[src/rtl/spi_status_regport.sv]
module spi_status_regport #(
  parameter int ADDR_W      = 7,
  parameter int DATA_W      = 8,
  parameter int SYNC_STAGES = 2
) (
  input  logic              clk,
  input  logic              rst_n,
  input  logic              spi_sel_n,
  input  logic              spi_sclk,
  input  logic              spi_mosi,
  output logic              spi_miso,
  output logic              spi_miso_oe,
  input  logic              pll_lock,
  input  logic              fifo_overrun,
  input  logic              fifo_underrun,
  input  logic              fifo_full,
  input  logic              fifo_empty,
  input  logic [1:0]        fifo_head_meta,
  output logic [ADDR_W-1:0] reg_addr,
  output logic [DATA_W-1:0] reg_wdata,
  output logic              reg_wr,
  output logic              reg_rd,
  input  logic [DATA_W-1:0] reg_rdata
);

  localparam int FRAME = 1 + ADDR_W + DATA_W;
  localparam int CNT_W = $clog2(FRAME + 1);
  localparam int SW    = SYNC_STAGES + 1;
  localparam int SH_W  = (ADDR_W > DATA_W - 1) ? ADDR_W : DATA_W - 1;

  logic [SW-1:0]          sclk_p, sel_p;
  logic [SYNC_STAGES-1:0] mosi_p;
  logic [CNT_W-1:0]       cnt;
  logic [SH_W-1:0]        shreg;
  logic [FRAME-2:0]       out_sr;
  logic                   wr_flag, miso_q;

  always_ff @(posedge clk or negedge rst_n) begin
    if (!rst_n) begin
      sclk_p <= '0;
      sel_p  <= '1;
      mosi_p <= '0;
    end else begin
      sclk_p <= {sclk_p[SW-2:0], spi_sclk};
      sel_p  <= {sel_p[SW-2:0], spi_sel_n};
      mosi_p <= {mosi_p[SYNC_STAGES-2:0], spi_mosi};
    end
  end

  wire sclk_rise = sclk_p[SW-2] & ~sclk_p[SW-1];
  wire sclk_fall = ~sclk_p[SW-2] & sclk_p[SW-1];
  wire sel_on    = ~sel_p[SW-2];
  wire sel_start = sel_on & sel_p[SW-1];
  wire mosi_s    = mosi_p[SYNC_STAGES-1];

  wire [6:0] status = {pll_lock, fifo_overrun, fifo_underrun, fifo_full,
                       fifo_empty, fifo_head_meta};

  always_ff @(posedge clk or negedge rst_n) begin
    if (!rst_n) begin
      cnt       <= '0;
      shreg     <= '0;
      out_sr    <= '0;
      wr_flag   <= 1'b0;
      miso_q    <= 1'b0;
      reg_addr  <= '0;
      reg_wdata <= '0;
      reg_wr    <= 1'b0;
      reg_rd    <= 1'b0;
    end else begin
      reg_wr <= 1'b0;
      reg_rd <= 1'b0;
      if (sel_start) begin
        cnt    <= '0;
        out_sr <= {ADDR_W'(status), {DATA_W{1'b0}}};
        miso_q <= 1'b0;
      end else if (sel_on) begin
        if (sclk_rise && cnt < CNT_W'(FRAME)) begin
          shreg <= {shreg[SH_W-2:0], mosi_s};
          cnt   <= cnt + 1'b1;
          if (cnt == CNT_W'(ADDR_W)) begin
            wr_flag  <= shreg[ADDR_W-1];
            reg_addr <= {shreg[ADDR_W-2:0], mosi_s};
            reg_rd   <= ~shreg[ADDR_W-1];
          end
          if (cnt == CNT_W'(FRAME - 1) && wr_flag) begin
            reg_wr    <= 1'b1;
            reg_wdata <= {shreg[DATA_W-2:0], mosi_s};
          end
        end
        if (sclk_fall && cnt != '0 && cnt < CNT_W'(FRAME)) begin
          miso_q <= out_sr[FRAME-2];
          out_sr <= {out_sr[FRAME-3:0], 1'b0};
        end
        if (reg_rd)
          out_sr[FRAME-2 -: DATA_W] <= reg_rdata;
      end
    end
  end

  assign spi_miso    = miso_q;
  assign spi_miso_oe = sel_on;

endmodule


[config.mk]
export PLATFORM = sky130hd
export DESIGN_NAME = spi_status_regport
export DESIGN_NICKNAME = d
export VERILOG_FILES = /design/src/rtl/spi_status_regport.sv
export SDC_FILE = /design/constraint.sdc
export NUM_CORES = 1
export LEC_CHECK = 0
export CORE_MARGIN = 4
export CORE_UTILIZATION = 45
export CTS_BUF_LIST = sky130_fd_sc_hd__clkbuf_8 sky130_fd_sc_hd__clkbuf_16
export DETAILED_ROUTE_END_ITERATION = 10
export GPL_TIMING_DRIVEN = 0
export PLACE_DENSITY_LB_ADDON = 0.12
export RECOVER_POWER = 50
export SYNTH_ARGS = -nofsm -noshare
export SYNTH_HDL_FRONTEND = slang
export SYNTH_SLANG_ARGS = --single-unit
[constraint.sdc]
create_clock -name clk -period 2.1 [get_ports clk]
set_clock_uncertainty 0.1 [all_clocks]
set_input_delay 0.42 -clock clk [delete_from_list [all_inputs] [get_ports clk]]
set_output_delay 0.42 -clock clk [all_outputs]
set_load 0.03 [all_outputs]
### Yosys cells after proc, flatten, opt, wreduce, memory -nomap -nowiden

Cells that the tools add are included.

* magnitude comparators: 1
* mux-type cells: 18
* equal/unequal tests: 3
* bitwise logic cells: 8
* reductions and logical operators: 14
* $add $sub $neg: 1

Operators with widths (number)
* two-way mux 15 bit: 3
* two-way mux 5 bit: 3
* two-way mux 1 bit: 11
* two-way mux 8 bit: 1
* AND reduction 4 bit: 2
* AND reduction 2 bit: 3
* adder 5 x 1 -> 5 bit (second input constant): 1
* equality test 5 x 3 -> 1 bit (second input constant): 1
* equality test 5 x 4 -> 1 bit (second input constant): 1
* < comparator 5 bit (second input constant): 1
* inverter 1 bit: 5
* nonzero test 5 bit: 1
* logical AND 1 bit: 4
* nonzero test 2 bit: 2
* bitwise AND 1 bit: 3
* AND reduction 3 bit: 1
* nonzero test 3 bit: 1
* inequality test 2 x 1 -> 1 bit (second input constant): 1

* logic and storage cells: 58
* output and inout bits: 19
* flip-flop bits (word level): 54

### Depth between registers and ports, before layout

Gate-level depths: netlist (run 1).

* depth in word-level cells: 8
* mapped depth: 6
* mapped depth without buffers: 6

### Least setup slack after synthesis (run 1)

No wires, ideal clock.

* path type: flip-flop to flip-flop
* start: reg sel_p[1]
* end: reg out_sr[10]
* buffers on the path: 2
* stages on the path, launching flop included: 6
* arrival time: 1.686 ns
* setup slack: 0.189 ns
* library setup time: 0.125 ns
* cell sequence: dfstp_2 buf_2 nand2b_1 clkbuf_1 mux2_2 mux2_2

* cells in the longest elaborated chain, start to end: 4

Ends and longest elaborated chain
* from (decl): line 31 `logic [SW-1:0] sclk_p, sel_p;`
* from (signal assigned): line 45 `sel_p <= {sel_p[SW-2:0], spi_sel_n};`
* inverter 1 bit (no source line)
* bitwise AND 1 bit: line 53 `wire sel_start = sel_on & sel_p[SW-1];`
* inequality test 2 x 1 -> 1 bit (no source line) or nonzero test 3 bit (tied branches)
* AND reduction 2 bit (no source line)
* to (signal assigned): line 75 `out_sr <= {ADDR_W'(status), {DATA_W{1'b0}}};`
* to (signal assigned): line 93 `out_sr <= {out_sr[FRAME-3:0], 1'b0};`
* to (signal, indexed assignment): line 96 `out_sr[FRAME-2 -: DATA_W] <= reg_rdata;`
* to (decl): line 35 `logic [FRAME-2:0] out_sr;`

Parallel ways exist; a longest one is shown, timed or not.
A chain may end at the register's enable or synchronous reset.

### Worst setup path after layout (run 1)

* start: reg sel_p[1]
* end: out spi_miso_oe

* cells in the longest elaborated chain, start to end: 1

Ends and longest elaborated chain
* inverter 1 bit (no source line)
* to (decl): line 12 `output logic spi_miso_oe,`

No other way between the ends.

==> flow_metrics.tcl, run 1 <==
set metrics [dict create \
    finalNetCount 211 \
    antenna_found_initial 0 \
    min_path_type "input port to asynchronous set/reset pin" \
    synth_area_mm2 0.00203 \
    clockRootBuffer "clkbuf_8" \
    r2r-start "sel_p[2]" \
    post-place-cells 233 \
    clock_path_buffers 2 \
    syn_inst 142 \
    totalPowerFinal_mw 2.02 \
    clock_latency_ps 300 \
    numCtsBuffers 5 \
    ir_drop_mv 0.510 \
    slew_violations 0 \
    syn_nets 165 \
    start_kind "register" \
    r2r_cells 4 \
    place_area_mm2 0.00250 \
    status "finished, final reports clean" \
    crit_slowest_cell "dfstp_2" \
    wl_um 3800 \
    synth_top_area_share_pct 54.3 \
    syn_area_per_cell_um2 14.3 \
    synth.top_cells.by_count "44 x dfrtp_1, 44 x mux2_2, 6 x inv_1" \
    hold_buffers 0 \
    powerDensity_mw_per_mm2 773 \
    drtAntennaViolNets 0 \
    crit_arrival_ps 1480 \
    yosysSeqAreaShare_pct 58.2 \
    min_period_ps 2000 \
    vias 1264 \
    dp_hpwl_um 2710 \
    pre_cts_slack_ps -108 \
    die_height_um 75.1 \
    pwr-share-clk_pct 31.8 \
    wl_per_cell_um 15.8 \
    power.switching_mw 0.474 \
    r2r_end "wr_flag" \
    whs_ps 251 \
    synth_edf_count 0 \
    row_count 24 \
    clk_pin_slew_ps 80 \
    relSlewSlack_pct 18.7 \
    antennaDiodeCount 0 \
    grt_pass1_wl_um 6310 \
    fin_cells 241 \
    ys_warn_count 0 \
    worstPathRequired_ps 1580 \
    tns_ps 0 \
    drive_above_1_share_pct 34.9 \
    globalplace.congestion 0.880 \
    post-route-util_pct 59.9 \
    grt_pass1_vias 1339 \
    tritoncts "yes" \
    p_leak_nw 1.17 \
    first_pass_iters 4 \
    ys_ff_latch 47 \
    end_kind "output port" \
    grt-ovfl-total 0 \
    p_comb_share_pct 14.5 \
    core_mm2 0.00435 \
    die_area_mm2 0.00565 \
    fin_area_mm2 0.00261 \
    yosysUniqueCellTypes 33 \
    crit_fanout 10 \
    start_util_pct 46.6 \
    cap_violations 0 \
    first_iter_violations 76 \
    rsz0062_at_grt "false" \
    crit_chain "clkbuf_4 -> inv_1 -> dlygate4sd2_1" \
    synthToLayoutAreaGrowth_pct 28.7 \
    r2r_setup_slack_ps 120 \
    switching_share_pct 23.5 \
    fmax_mhz 500 \
    fin_crit_sh_pct 95.2 \
    crit_type "register to output port" \
    drc 0 \
    grt_max_degree 26 \
    die_width_um 75.1 \
    seq_power_share_pct 53.7 \
    intPower_mw 1.54 \
    synth_ff_type "dfrtp_1" \
    portBuffers 38 \
    worstMarginPinSlew_ps 1220 \
    hold_violations 0 \
    setup_viol 0 \
    synthArstFlopShare_pct 100 \
    synth_area_leaders "dfrtp_1 54%, mux2_2 24%, dfstp_2 3.9%" \
    timing.final.ws_setup_ps 101 \
    clock-sinks 47 \
    synth_top_area_cell "dfrtp_1" \
    grt_usage_pct 15.3 \
    critPathMaxStageDelay_ps 540 \
    routed_via_density 5.24 \
    htreeDepth 2 \
    io_pins 39 \
]
-- worst max-delay path: cells and delay by family (launching register included) --
family | cells | cell delay [ps]
buffers and inverters | 3 | 640
DFF | 1 | 540
-- per-layer routing --
layer / track usage (%) / routed length [um]
met3: 5.74 / 238
met1: 18.9 / 1630
met5: 0 / 0
met2: 24.4 / 1880
met4: 5.83 / 57
-- sequential cells by signal (all words and copies together) (netlist names) --
signal / flops
out_sr: 8
reg_wdata: 8
reg_addr: 7
shreg: 7
cnt: 5
sclk_p: 3
sel_p: 3
mosi_p: 2
reg_rd: 1
reg_wr: 1
spi_miso: 1
wr_flag: 1
-- cell type report --
| class | instances | area, um2 |
|---|---|---|
| Inverter | 6 | 22.5 |
| Clock inverter | 3 | 41.3 |
| Sequential cell | 47 | 1180 |
| Tap cell | 52 | 65.1 |
| Multi-Input combinational cell | 84 | 808 |
| Timing Repair Buffer | 40 | 398 |
| Clock buffer | 5 | 68.8 |
| Buffer | 4 | 26.3 |
| Fill cell | 359 | 1740 |
-- layout by cell type, fill, tap and decap left out, drive strengths merged, types with 2 or more instances in the layout --
cell type and n:
nand2 4, dfstp 3, ha 3, mux2 44, o21ai 3, dfrtp 44, or4 2, or3b 2
clkdlybuf4s50 33, a32o 2, buf 3, inv 7, nor3b 2, clkbuf 9, nor3 5, dlygate4sd3 3
nand3 2, nor2 3
-- how the worst max path moves through the flow --
| stage | start | end | slack [ps] | depth (start not counted) |
|---|---|---|---|---|
| after detailed placement | sel_p[1] | out_sr[14] | -110 | 5 |
| final | sel_p[1] | spi_miso_oe | 100 | 3 |
| after floorplan | sel_p[1] | out_sr[10] | 190 | 5 |
| after global placement | rst_n | reg_addr[3] | -720 | 1 |
| after global routing | sel_p[1] | spi_miso_oe | 10 | 3 |
| after CTS | sel_p[1] | out_sr[14] | 10 | 4 |
-- logic make-up after synthesis --
kind of cell,Yosys count,share of synthesized area [%]
AND/OR/NAND/NOR,25,8.51
AO/OA/AOI/OAI,12,4.57
buffers and inverters,11,2.47
flip-flops,47,58.2
adder cells (fa/ha/maj),3,1.85
multiplexers,44,24.4
-- power groups by stage --
stage / clock, mW / combinational (mW) / sequential [mW]
after floorplan: 0 / 0.200 / 1.08
after global placement: 0 / 0.279 / 1.09
after detailed placement: 0 / 0.300 / 1.10
after CTS: 0.665 / 0.300 / 1.08
after global routing: 0.703 / 0.325 / 1.10
final: 0.642 / 0.292 / 1.08
-- what timing repair did --
action	CTS	global route
resized for setup	1	3
pin swaps	0	1
setup endpoints to repair	8	16
buffers inserted	0	1
(Power assumes the default switching activity.)
==> run 2: changes to the inputs <==
Settings changed: SETUP_SLACK_MARGIN set to 0.5.
Clock period 2.1 ns to 1.6 ns, I/O delays scaled along.
==> run 2 against run 1 <==
The run now ends with negative setup slack left. Total power is 43% higher. Largest power group unchanged. Cell count is 11% higher. Sequential power grew 33%.
==> flow_metrics.tcl, run 2 (synthesis gave the netlist of run 1 again) <==
set metrics [dict create \
    pre_cts_slack_ps -431 \
    min_path_type "register to register" \
    first_pass_iters 4 \
    clock_latency_ps 300 \
    p_comb_share_pct 19.5 \
    switching_share_pct 24.6 \
    post-place-cells 233 \
    start_util_pct 46.6 \
    multiInputGateArea_mm2 0.00105 \
    hold_violations 0 \
    nFillCells 278 \
    htreeDepth 2 \
    clock-sinks 47 \
    grt_max_degree 42 \
    post-route-util_pct 72.5 \
    clockRootBuffer "clkbuf_8" \
    start_kind "register" \
    final_cell_mix "41 x dfrtp_1, 30 x mux2_4, 28 x buf_6" \
    grt_usage_pct 17.2 \
    io_pins 39 \
    powerDensity_mw_per_mm2 911 \
    reg_top3 "out_sr x8, reg_wdata x8" \
    status "finished with violations" \
    tns_ps -6180 \
    die_width_um 75.1 \
    seq_power_share_pct 50.2 \
    globalplace.congestion 0.877 \
    grt-ovfl-total 0 \
    synthToLayoutAreaGrowth_pct 55.7 \
    finalNetCount 237 \
    wl_um 4670 \
    failed_checks "negative setup slack" \
    relSlewSlack_pct 66.6 \
    end_kind "register" \
    final_common_cell "dfrtp_1" \
    p_leak_nw 1.50 \
    power.switching_mw 0.709 \
    drtAntennaViolNets 0 \
    numCtsBuffers 5 \
    clk_pin_slew_ps 100 \
    seq_area_mm2 0.00118 \
    wl_per_cell_um 17.5 \
    fin_crit_sh_pct 117 \
    vias 1413 \
    first_iter_violations 57 \
    routed_via_density 5.29 \
    antenna_found_initial 0 \
    die_area_mm2 0.00565 \
    grt_pass1_vias 1518 \
    fin_cells 267 \
    row_count 24 \
    core_mm2 0.00435 \
    grt_pass1_wl_um 7120 \
    slew_violations 0 \
    fmax_mhz 534 \
    tritoncts "yes" \
    worstMarginPinSlew_ps 501 \
    cap_violations 0 \
    crit_fanout 8 \
    antennaDiodeCount 0 \
    portBuffers 38 \
    crit_type "register to register" \
    worstPathRequired_ps 1690 \
    clock_path_buffers 2 \
    setup_viol 27 \
    pwr-share-clk_pct 30.3 \
    crit_arrival_ps 1960 \
    dp_hpwl_um 2830 \
    ir_drop_mv 0.677 \
    drc 0 \
    drive_above_1_share_pct 62.3 \
    rsz0062_at_grt "true" \
    intPower_mw 2.17 \
    min_period_ps 1870 \
    timing.final.ws_setup_ps -272 \
    die_height_um 75.1 \
]
## run 2: changes by cell type in the layout (fill, tap and decap cells not counted), sizes merged
| cell | before | now |
|---|---|---|
| buf | 3 | 47 |
| dlygate4sd3 | 3 | 4 |
| clkdlybuf4s50 | 33 | 15 |
| dlygate4sd2 | 1 | 0 |
| clkinv | 0 | 2 |
| inv | 7 | 6 |
| clkinvlp | 1 | 0 |
## run 2: cell type report
| class | count | area share, % |
|---|---|---|
| Clock buffer | 5 | 2.18 |
| Multi-Input combinational cell | 84 | 33.2 |
| Buffer | 5 | 1.66 |
| Inverter | 6 | 0.872 |
| Sequential cell | 47 | 37.5 |
| Clock inverter | 3 | 1.39 |
| Tap cell | 52 | 2.06 |
| Timing Repair Buffer | 65 | 21.1 |
## run 2: per-layer routing
| layer | vias up | track usage (%) | wire, um |
|---|---|---|---|
| met5 | - | 0 | 0 |
| met4 | 0 | 6.99 | 76 |
| met3 | 8 | 4.27 | 215 |
| met2 | 34 | 30.2 | 2440 |
| met1 | 714 | 20.1 | 1930 |
| li1 | 657 | - | - |
## run 2: stage by stage
step           power [mW]  cell area, um2  hold slack (ps)
6_report             2.88            3160              254
5_1_grt              3.00            3160              260
4_1_cts              2.86            3000              255
3_5_place_dp         1.89            2550             78.2
3_3_place_gp         1.86            2530              235
2_1_floorplan        1.73            2090            -75.6
## run 2: worst paths after layout
check | from | end | slack, ps | depth (start not counted)
hold reg to reg | mosi_p[0] | mosi_p[1] | 250 | 0
min in group asynchronous | rst_n | spi_miso | 330 | 2
hold / removal | mosi_p[0] | mosi_p[1] | 250 | 0
max in group asynchronous | rst_n | reg_rd | 200 | 3
setup / recovery | cnt[4] | out_sr[11] | -270 | 4
setup reg to reg | cnt[4] | out_sr[11] | -270 | 4
## run 2: power groups by stage
stage	registers [mW]	logic, mW	clock network [mW]
6_report	1.44	0.560	0.871
5_1_grt	1.46	0.600	0.943
4_1_cts	1.44	0.529	0.898
3_5_place_dp	1.45	0.440	0
3_3_place_gp	1.44	0.421	0
2_1_floorplan	1.42	0.315	0
## run 2: timing repair
| item | in CTS | in global routing |
|---|---|---|
| gates resized for setup | 162 | 38 |
| hold buffers | 1 | 0 |
| buffers inserted | 17 | 8 |
| pin swaps | 12 | 5 |
| hold endpoints to repair | 6 | 0 |
| setup endpoints to repair | 58 | 58 |
| gates cloned | 0 | 0 |
## run 2: worst max-delay path, cell delays in order, from the launching register on
cell	delay, ps
dfrtp_2	440
or4b_4	530
o22ai_4	220
buf_12	160
mux2_4	300
